## src/rtl/sb_pkg.sv

```systemverilog
package sb_pkg;
   // Tag ordering on a wrapping tag space of tw bits.
   function automatic logic tag_younger(input logic [31:0] tag, input logic [31:0] ref_t,
                                        input int tw);
      logic [31:0] diff;
      logic [31:0] mask;
      mask = (32'h1 << tw) - 32'h1;
      diff = (tag - ref_t) & mask;
      return (diff != 32'h0) && !diff[tw-1];
   endfunction
endpackage

```

## src/rtl/sb_store_ram.sv

```systemverilog
module sb_store_ram #(
   parameter int DEPTH = 8,
   parameter int AW    = 32,
   parameter int DW    = 32,
   parameter int TW    = 6
) (
   input  logic                       clk,
   input  logic                       we,
   input  logic [$clog2(DEPTH)-1:0]   wptr,
   input  logic [AW-1:0]              waddr,
   input  logic [DW-1:0]              wdata,
   input  logic [TW-1:0]              wtag,
   input  logic [$clog2(DEPTH)-1:0]   rptr,
   output logic [AW-1:0]              rd_addr,
   output logic [DW-1:0]              rd_data,
   output logic [DEPTH*TW-1:0]        tags
);
   logic [AW-1:0] addr_q [DEPTH];
   logic [DW-1:0] data_q [DEPTH];
   logic [TW-1:0] tag_q  [DEPTH];

   always_ff @(posedge clk) begin
      if (we) begin
         addr_q[wptr] <= waddr;
         data_q[wptr] <= wdata;
         tag_q[wptr]  <= wtag;
      end
   end

   assign rd_addr = addr_q[rptr];
   assign rd_data = data_q[rptr];

   generate
      for (genvar g = 0; g < DEPTH; g++) begin : g_tag
         assign tags[g*TW +: TW] = tag_q[g];
      end
   endgenerate
endmodule

```

## src/rtl/sb_squash_keep.sv

```systemverilog
module sb_squash_keep
   import sb_pkg::*;
#(
   parameter int DEPTH = 8,
   parameter int TW    = 6
) (
   input  logic [DEPTH*TW-1:0]          tags,
   input  logic [$clog2(DEPTH)-1:0]     start,
   input  logic [$clog2(DEPTH+1)-1:0]   span,
   input  logic [TW-1:0]                ref_tag,
   output logic [$clog2(DEPTH+1)-1:0]   keep
);
   localparam int PW = $clog2(DEPTH);
   localparam int CW = $clog2(DEPTH+1);

   logic [PW-1:0] slot;
   logic [TW-1:0] etag;

   // Entries are tagged in program order, so the survivors form a prefix
   // of the speculative region: counting them gives the new tail.
   always_comb begin
      keep = '0;
      slot = '0;
      etag = '0;
      for (int i = 0; i < DEPTH; i++) begin
         slot = start + PW'(i);
         etag = tags[slot*TW +: TW];
         if ((CW'(i) < span) && !tag_younger(32'(etag), 32'(ref_tag), TW))
            keep = keep + CW'(1);
      end
   end
endmodule

```

## src/rtl/spec_store_buf.sv

```systemverilog
module spec_store_buf #(
   parameter int DEPTH = 8,
   parameter int AW    = 32,
   parameter int DW    = 32,
   parameter int TW    = 6,
   parameter int LOFF  = 6
) (
   input  logic               clk,
   input  logic               rst_n,
   input  logic               alloc_vld,
   input  logic [AW-1:0]      alloc_addr,
   input  logic [DW-1:0]      alloc_data,
   input  logic [TW-1:0]      alloc_tag,
   output logic               alloc_rdy,
   input  logic               retire,
   input  logic               squash,
   input  logic [TW-1:0]      squash_tag,
   output logic               own_req,
   output logic [AW-LOFF-1:0] own_line,
   input  logic               own_gnt,
   input  logic [AW-LOFF-1:0] own_gnt_line,
   output logic               cwr_vld,
   output logic [AW-1:0]      cwr_addr,
   output logic [DW-1:0]      cwr_data
);
   localparam int PW = $clog2(DEPTH);
   localparam int CW = $clog2(DEPTH+1);

   generate
      if (DEPTH < 2 || (DEPTH & (DEPTH-1)) != 0) begin : g_bad_depth
         $error("spec_store_buf: DEPTH must be a power of two, at least 2");
      end
      if (TW < 2 || TW > 31) begin : g_bad_tw
         $error("spec_store_buf: TW must lie in 2..31");
      end
      if (LOFF < 0 || LOFF >= AW) begin : g_bad_loff
         $error("spec_store_buf: LOFF must lie below AW");
      end
   endgenerate

   logic [PW-1:0] head_q;
   logic [CW-1:0] cnt_q, gcnt_q;

   logic [CW-1:0] spec, spec_aft, spec_n, gcnt_n, cnt_n, keep;
   logic          pop, ret_ok, acc;
   logic [PW-1:0] tail, sq_start, head_n;
   logic [AW-1:0] head_addr;
   logic [DW-1:0] head_data;
   logic [DEPTH*TW-1:0] tags;

   assign spec      = cnt_q - gcnt_q;
   assign alloc_rdy = (cnt_q < CW'(DEPTH));
   assign own_req   = (gcnt_q != '0);
   assign own_line  = head_addr[AW-1:LOFF];
   assign pop       = own_req && own_gnt && (own_gnt_line == own_line);
   assign cwr_vld   = pop;
   assign cwr_addr  = head_addr;
   assign cwr_data  = head_data;

   assign ret_ok   = retire && (spec != '0);
   assign acc      = alloc_vld && alloc_rdy && !squash;
   assign spec_aft = spec - CW'(ret_ok);
   assign tail     = head_q + cnt_q[PW-1:0];
   assign sq_start = head_q + gcnt_q[PW-1:0] + PW'(ret_ok);

   assign gcnt_n = gcnt_q - CW'(pop) + CW'(ret_ok);
   assign spec_n = squash ? keep : (spec_aft + CW'(acc));
   assign cnt_n  = gcnt_n + spec_n;
   assign head_n = head_q + PW'(pop);

   sb_store_ram #(.DEPTH(DEPTH), .AW(AW), .DW(DW), .TW(TW)) u_ram (
      .clk     (clk),
      .we      (acc),
      .wptr    (tail),
      .waddr   (alloc_addr),
      .wdata   (alloc_data),
      .wtag    (alloc_tag),
      .rptr    (head_q),
      .rd_addr (head_addr),
      .rd_data (head_data),
      .tags    (tags)
   );

   sb_squash_keep #(.DEPTH(DEPTH), .TW(TW)) u_keep (
      .tags    (tags),
      .start   (sq_start),
      .span    (spec_aft),
      .ref_tag (squash_tag),
      .keep    (keep)
   );

   always_ff @(posedge clk) begin
      if (!rst_n) begin
         head_q <= '0;
         cnt_q  <= '0;
         gcnt_q <= '0;
      end else begin
         head_q <= head_n;
         cnt_q  <= cnt_n;
         gcnt_q <= gcnt_n;
      end
   end
endmodule

```

## config.mk

```make
export PLATFORM = sky130hd
export DESIGN_NAME = spec_store_buf
export DESIGN_NICKNAME = d
export VERILOG_FILES = /design/src/rtl/sb_pkg.sv /design/src/rtl/sb_store_ram.sv /design/src/rtl/sb_squash_keep.sv /design/src/rtl/spec_store_buf.sv
export SDC_FILE = /design/constraint.sdc
export NUM_CORES = 1
export LEC_CHECK = 0
export CAP_MARGIN = 20
export CORE_AREA = 2 2 233 235
export CTS_BUF_LIST = sky130_fd_sc_hd__clkbuf_8
export CTS_CLUSTER_DIAMETER = 30
export DETAILED_ROUTE_END_ITERATION = 10
export DIE_AREA = 0 0 235 237
export GPL_ROUTABILITY_DRIVEN = 0
export PLACE_DENSITY = 0.77
export SYNTH_ARGS = -nofsm -noshare
export SYNTH_HDL_FRONTEND = slang
export SYNTH_SLANG_ARGS = --single-unit
```

## constraint.sdc

```tcl
create_clock -name clk -period 12.5 [get_ports clk]
set_clock_uncertainty 0.2 [all_clocks]
set_input_delay 2.5 -clock clk [delete_from_list [all_inputs] [get_ports clk]]
set_output_delay 2.5 -clock clk [all_outputs]
set_load 0.01 [all_outputs]
```

==> qor.yml <==
timing:
  final_period_minus_worst_setup_slack_ns: 11.60
  grt_setup_unrepaired: "false"
  setup_total_negative_slack_ns: 0
  setup_viol: 0
  finalHoldViolCount: 0
  fmax_ghz: 0.0862
  hold_slack_ns: 0.559
  max_slew.worst_pin.slew_ns: 1.17
  timing.final.crit_share: 0.928
  final-max-slew-violation-count: 0
  max_slew_margin: 0.198
detailed_routing:
  routed-via-count: 13946
  initialDrtViolationCount: 862
  firstDrtPassIters: 7
  avgViaCountPerCell: 5.75
  remaining_drc_errors: 0
  route.detailed.wl_per_inst_um: 22.6
  route.final.wire_length_mm: 54.9
  final_antenna_net_count: 0
die:
  starting_utilization_of_the_core_area: 0.495
  io_pins: 201
  die_height_um: 237
  die_w_um: 235
  core_footprint_sq_um: 53300
  fp.dieArea_sq_um: 55700
  row_count: 85
critical_path:
  crit_path_slowest_cell: "sky130_fd_sc_hd__fa_1"
  worstPathArrival_ns: 11.98
  worst_setup_path_start_kind: "primary input"
  rr_startpoint: "gcnt_q[1]"
  crit_fanout: 13
  crit_top_cell: "sky130_fd_sc_hd__ha_1"
  crit_path_max_incr_delay_ns: 0.57
  crit_path_end_kind: "flip-flop"
  required_ns: 12.88
  startpoint: "retire"
  critical_path_class: "primary input to flip-flop"
finish:
  layout_commonest_cell: "sky130_fd_sc_hd__edfxtp_1"
  post_route_cells_drive_above_1_share: 0.266
  area_delta_synth_final_pct: 17.4
  final_cell_mix: "560 x sky130_fd_sc_hd__edfxtp_1, 200 x sky130_fd_sc_hd__clkdlybuf4s50_1, 176 x sky130_fd_sc_hd__mux4_2"
  layout.nets: 1844
  final_core_utilization: 0.581
synth:
  synth-async-reset-ratio: 0
  gate_count_after_technology_mapping: 1411
  ys_flop_type: "sky130_fd_sc_hd__edfxtp_1"
  synth-seq-area-share: 0.646
  synth_enable_flop_cells: 560
  synth.avg_cell_area_sq_um: 18.7
  synth_cell_type_count: 67
  yosys_warnings: 0
  mapped_cell_area_sq_um: 26400
  mappedNetlistNets: 1601
  synth.ff_latch_count: 571
clocking:
  clock-sinks: 571
  cts_buffers: 96
  clkLatencyLatePin_ns: 0.66
  cts_tree: "done"
  clock_path_buffers: 3
  worst_setup_hold_path_clk_slew_ns: 0.06
  h-tree-depth: 3
  clk_root_buffer_cell: "sky130_fd_sc_hd__clkbuf_8"
placed_design:
  buffers_on_ports: 200
  dp_hpwl_mm: 33.8
grt:
  globalRouteTotalUtil: 0.200
  first_global_vias: 14880
  antenna_found_initial: 5
  global_route.overflow_total: 0
  grt_pass1_wl_mm: 85.2
  maximum_number_of_pins_on_one_net_before_global_route_repair: 68
worst_hold_path:
  hold_class: "flip-flop to flip-flop"
  worstHoldStart: "gcnt_q[3]"
run_status:
  status: "completed"
job:
  timing.max_cap.violations: 0
[per-stage QoR]
step / cells / instance area, sq um / worst slack, ns
floorplan: 1411 / 26400 / 0.106
global placement: 2252 / 29100 / 0.412
detailed placement: 2252 / 29100 / 0.136
CTS: 2424 / 31000 / 0.852
global route: 2424 / 31000 / 0.150
finish: 2426 / 31000 / 0.903
[cell usage after synthesis, types with 4 or more instances]
| master | count | area share |
|---|---|---|
| sky130_fd_sc_hd__dfxtp_1 | 11 | 0.0084 |
| sky130_fd_sc_hd__mux2i_1 | 19 | 0.0072 |
| sky130_fd_sc_hd__xor2_1 | 36 | 0.012 |
| sky130_fd_sc_hd__o211ai_1 | 5 | 0.0014 |
| sky130_fd_sc_hd__mux2_2 | 97 | 0.041 |
| sky130_fd_sc_hd__buf_1 | 15 | 0.0021 |
| sky130_fd_sc_hd__nor3_1 | 11 | 0.0021 |
| sky130_fd_sc_hd__a21boi_0 | 5 | 0.0014 |
| sky130_fd_sc_hd__o21ai_0 | 17 | 0.0032 |
| sky130_fd_sc_hd__mux4_2 | 176 | 0.15 |
| sky130_fd_sc_hd__a21oi_1 | 27 | 0.0051 |
| sky130_fd_sc_hd__inv_1 | 55 | 0.0078 |
| sky130_fd_sc_hd__nor2_1 | 29 | 0.0041 |
| sky130_fd_sc_hd__a21o_1 | 12 | 0.0034 |
| sky130_fd_sc_hd__and2_1 | 8 | 0.0019 |
| sky130_fd_sc_hd__nand3_1 | 5 | 0.00095 |
| sky130_fd_sc_hd__buf_4 | 27 | 0.0077 |
| sky130_fd_sc_hd__fa_1 | 14 | 0.011 |
| sky130_fd_sc_hd__nand2b_1 | 6 | 0.0014 |
| sky130_fd_sc_hd__o21a_1 | 10 | 0.0028 |
| sky130_fd_sc_hd__nand2_1 | 21 | 0.0030 |
| sky130_fd_sc_hd__ha_1 | 68 | 0.032 |
| sky130_fd_sc_hd__nor3b_1 | 6 | 0.0017 |
| sky130_fd_sc_hd__a211oi_1 | 4 | 0.0011 |
| sky130_fd_sc_hd__xnor2_1 | 42 | 0.014 |
| sky130_fd_sc_hd__nor2b_1 | 11 | 0.0026 |
| sky130_fd_sc_hd__edfxtp_1 | 560 | 0.64 |
| sky130_fd_sc_hd__clkbuf_1 | 37 | 0.0053 |
| sky130_fd_sc_hd__nor4_1 | 7 | 0.0017 |
| sky130_fd_sc_hd__nand3b_1 | 8 | 0.0023 |
[routing by layer]
layer  GRT usage  wire length (um)
met5           0                33
met4      0.0802              1490
met3      0.0421              2960
met2       0.339             27600
met1       0.255             22800
[sequential cells by signal (all words and copies together), names as in the netlist]
register,count
u_ram.tag_q,48
cnt_q,4
u_ram.addr_q,256
head_q,3
u_ram.data_q,256
gcnt_q,4
[cell type report]
type,instances,area [sq um]
clock buffer,98,1350
inverter,55,206
multi-input combinational,703,8770
fill,3848,22300
tap,696,871
clock inverter,74,513
antenna,2,5.00
sequential,571,17000
timing repair buffer,227,2200
[cell families (layout without fill, tap and decap cells)]
family / Yosys count / in the layout / synth area share
other: 0 / 2 / 0
XOR/XNOR: 83 / 83 / 0.0298
AO/OA/AOI/OAI: 111 / 111 / 0.0289
buffers and inverters: 137 / 454 / 0.0235
AND/OR/NAND/NOR: 133 / 133 / 0.0288
adder cells (fa/ha/maj): 82 / 82 / 0.0429
multiplexers: 294 / 294 / 0.200
flip-flops: 571 / 571 / 0.646
[what timing repair did]
item,CTS,global route
setup buffers,0,0
gates resized for setup,0,1
hold buffers,0,0
endpoints found under the setup margin,0,1
[worst paths after layout]
kind	to	cells after the start	slack (ns)
setup / recovery	cnt_q[3]	44	0.90
hold / removal	gcnt_q[3]	4	0.56
setup reg to reg	cnt_q[3]	49	1.64
hold reg to reg	gcnt_q[3]	4	0.56
[worst max-delay path, delay by kind of cell]
kind / cells / cell delay [ns]
fa+ha+maj: 9 / 3.07
compound gates: 12 / 2.17
buf+inv: 8 / 1.15
simple gates: 7 / 1.15
mux: 3 / 0.97
xor+xnor: 5 / 0.95
Power is left out: the tool's default activity adds up to more than one toggle a clock period on the data nets, which glitch-free logic cannot reach.
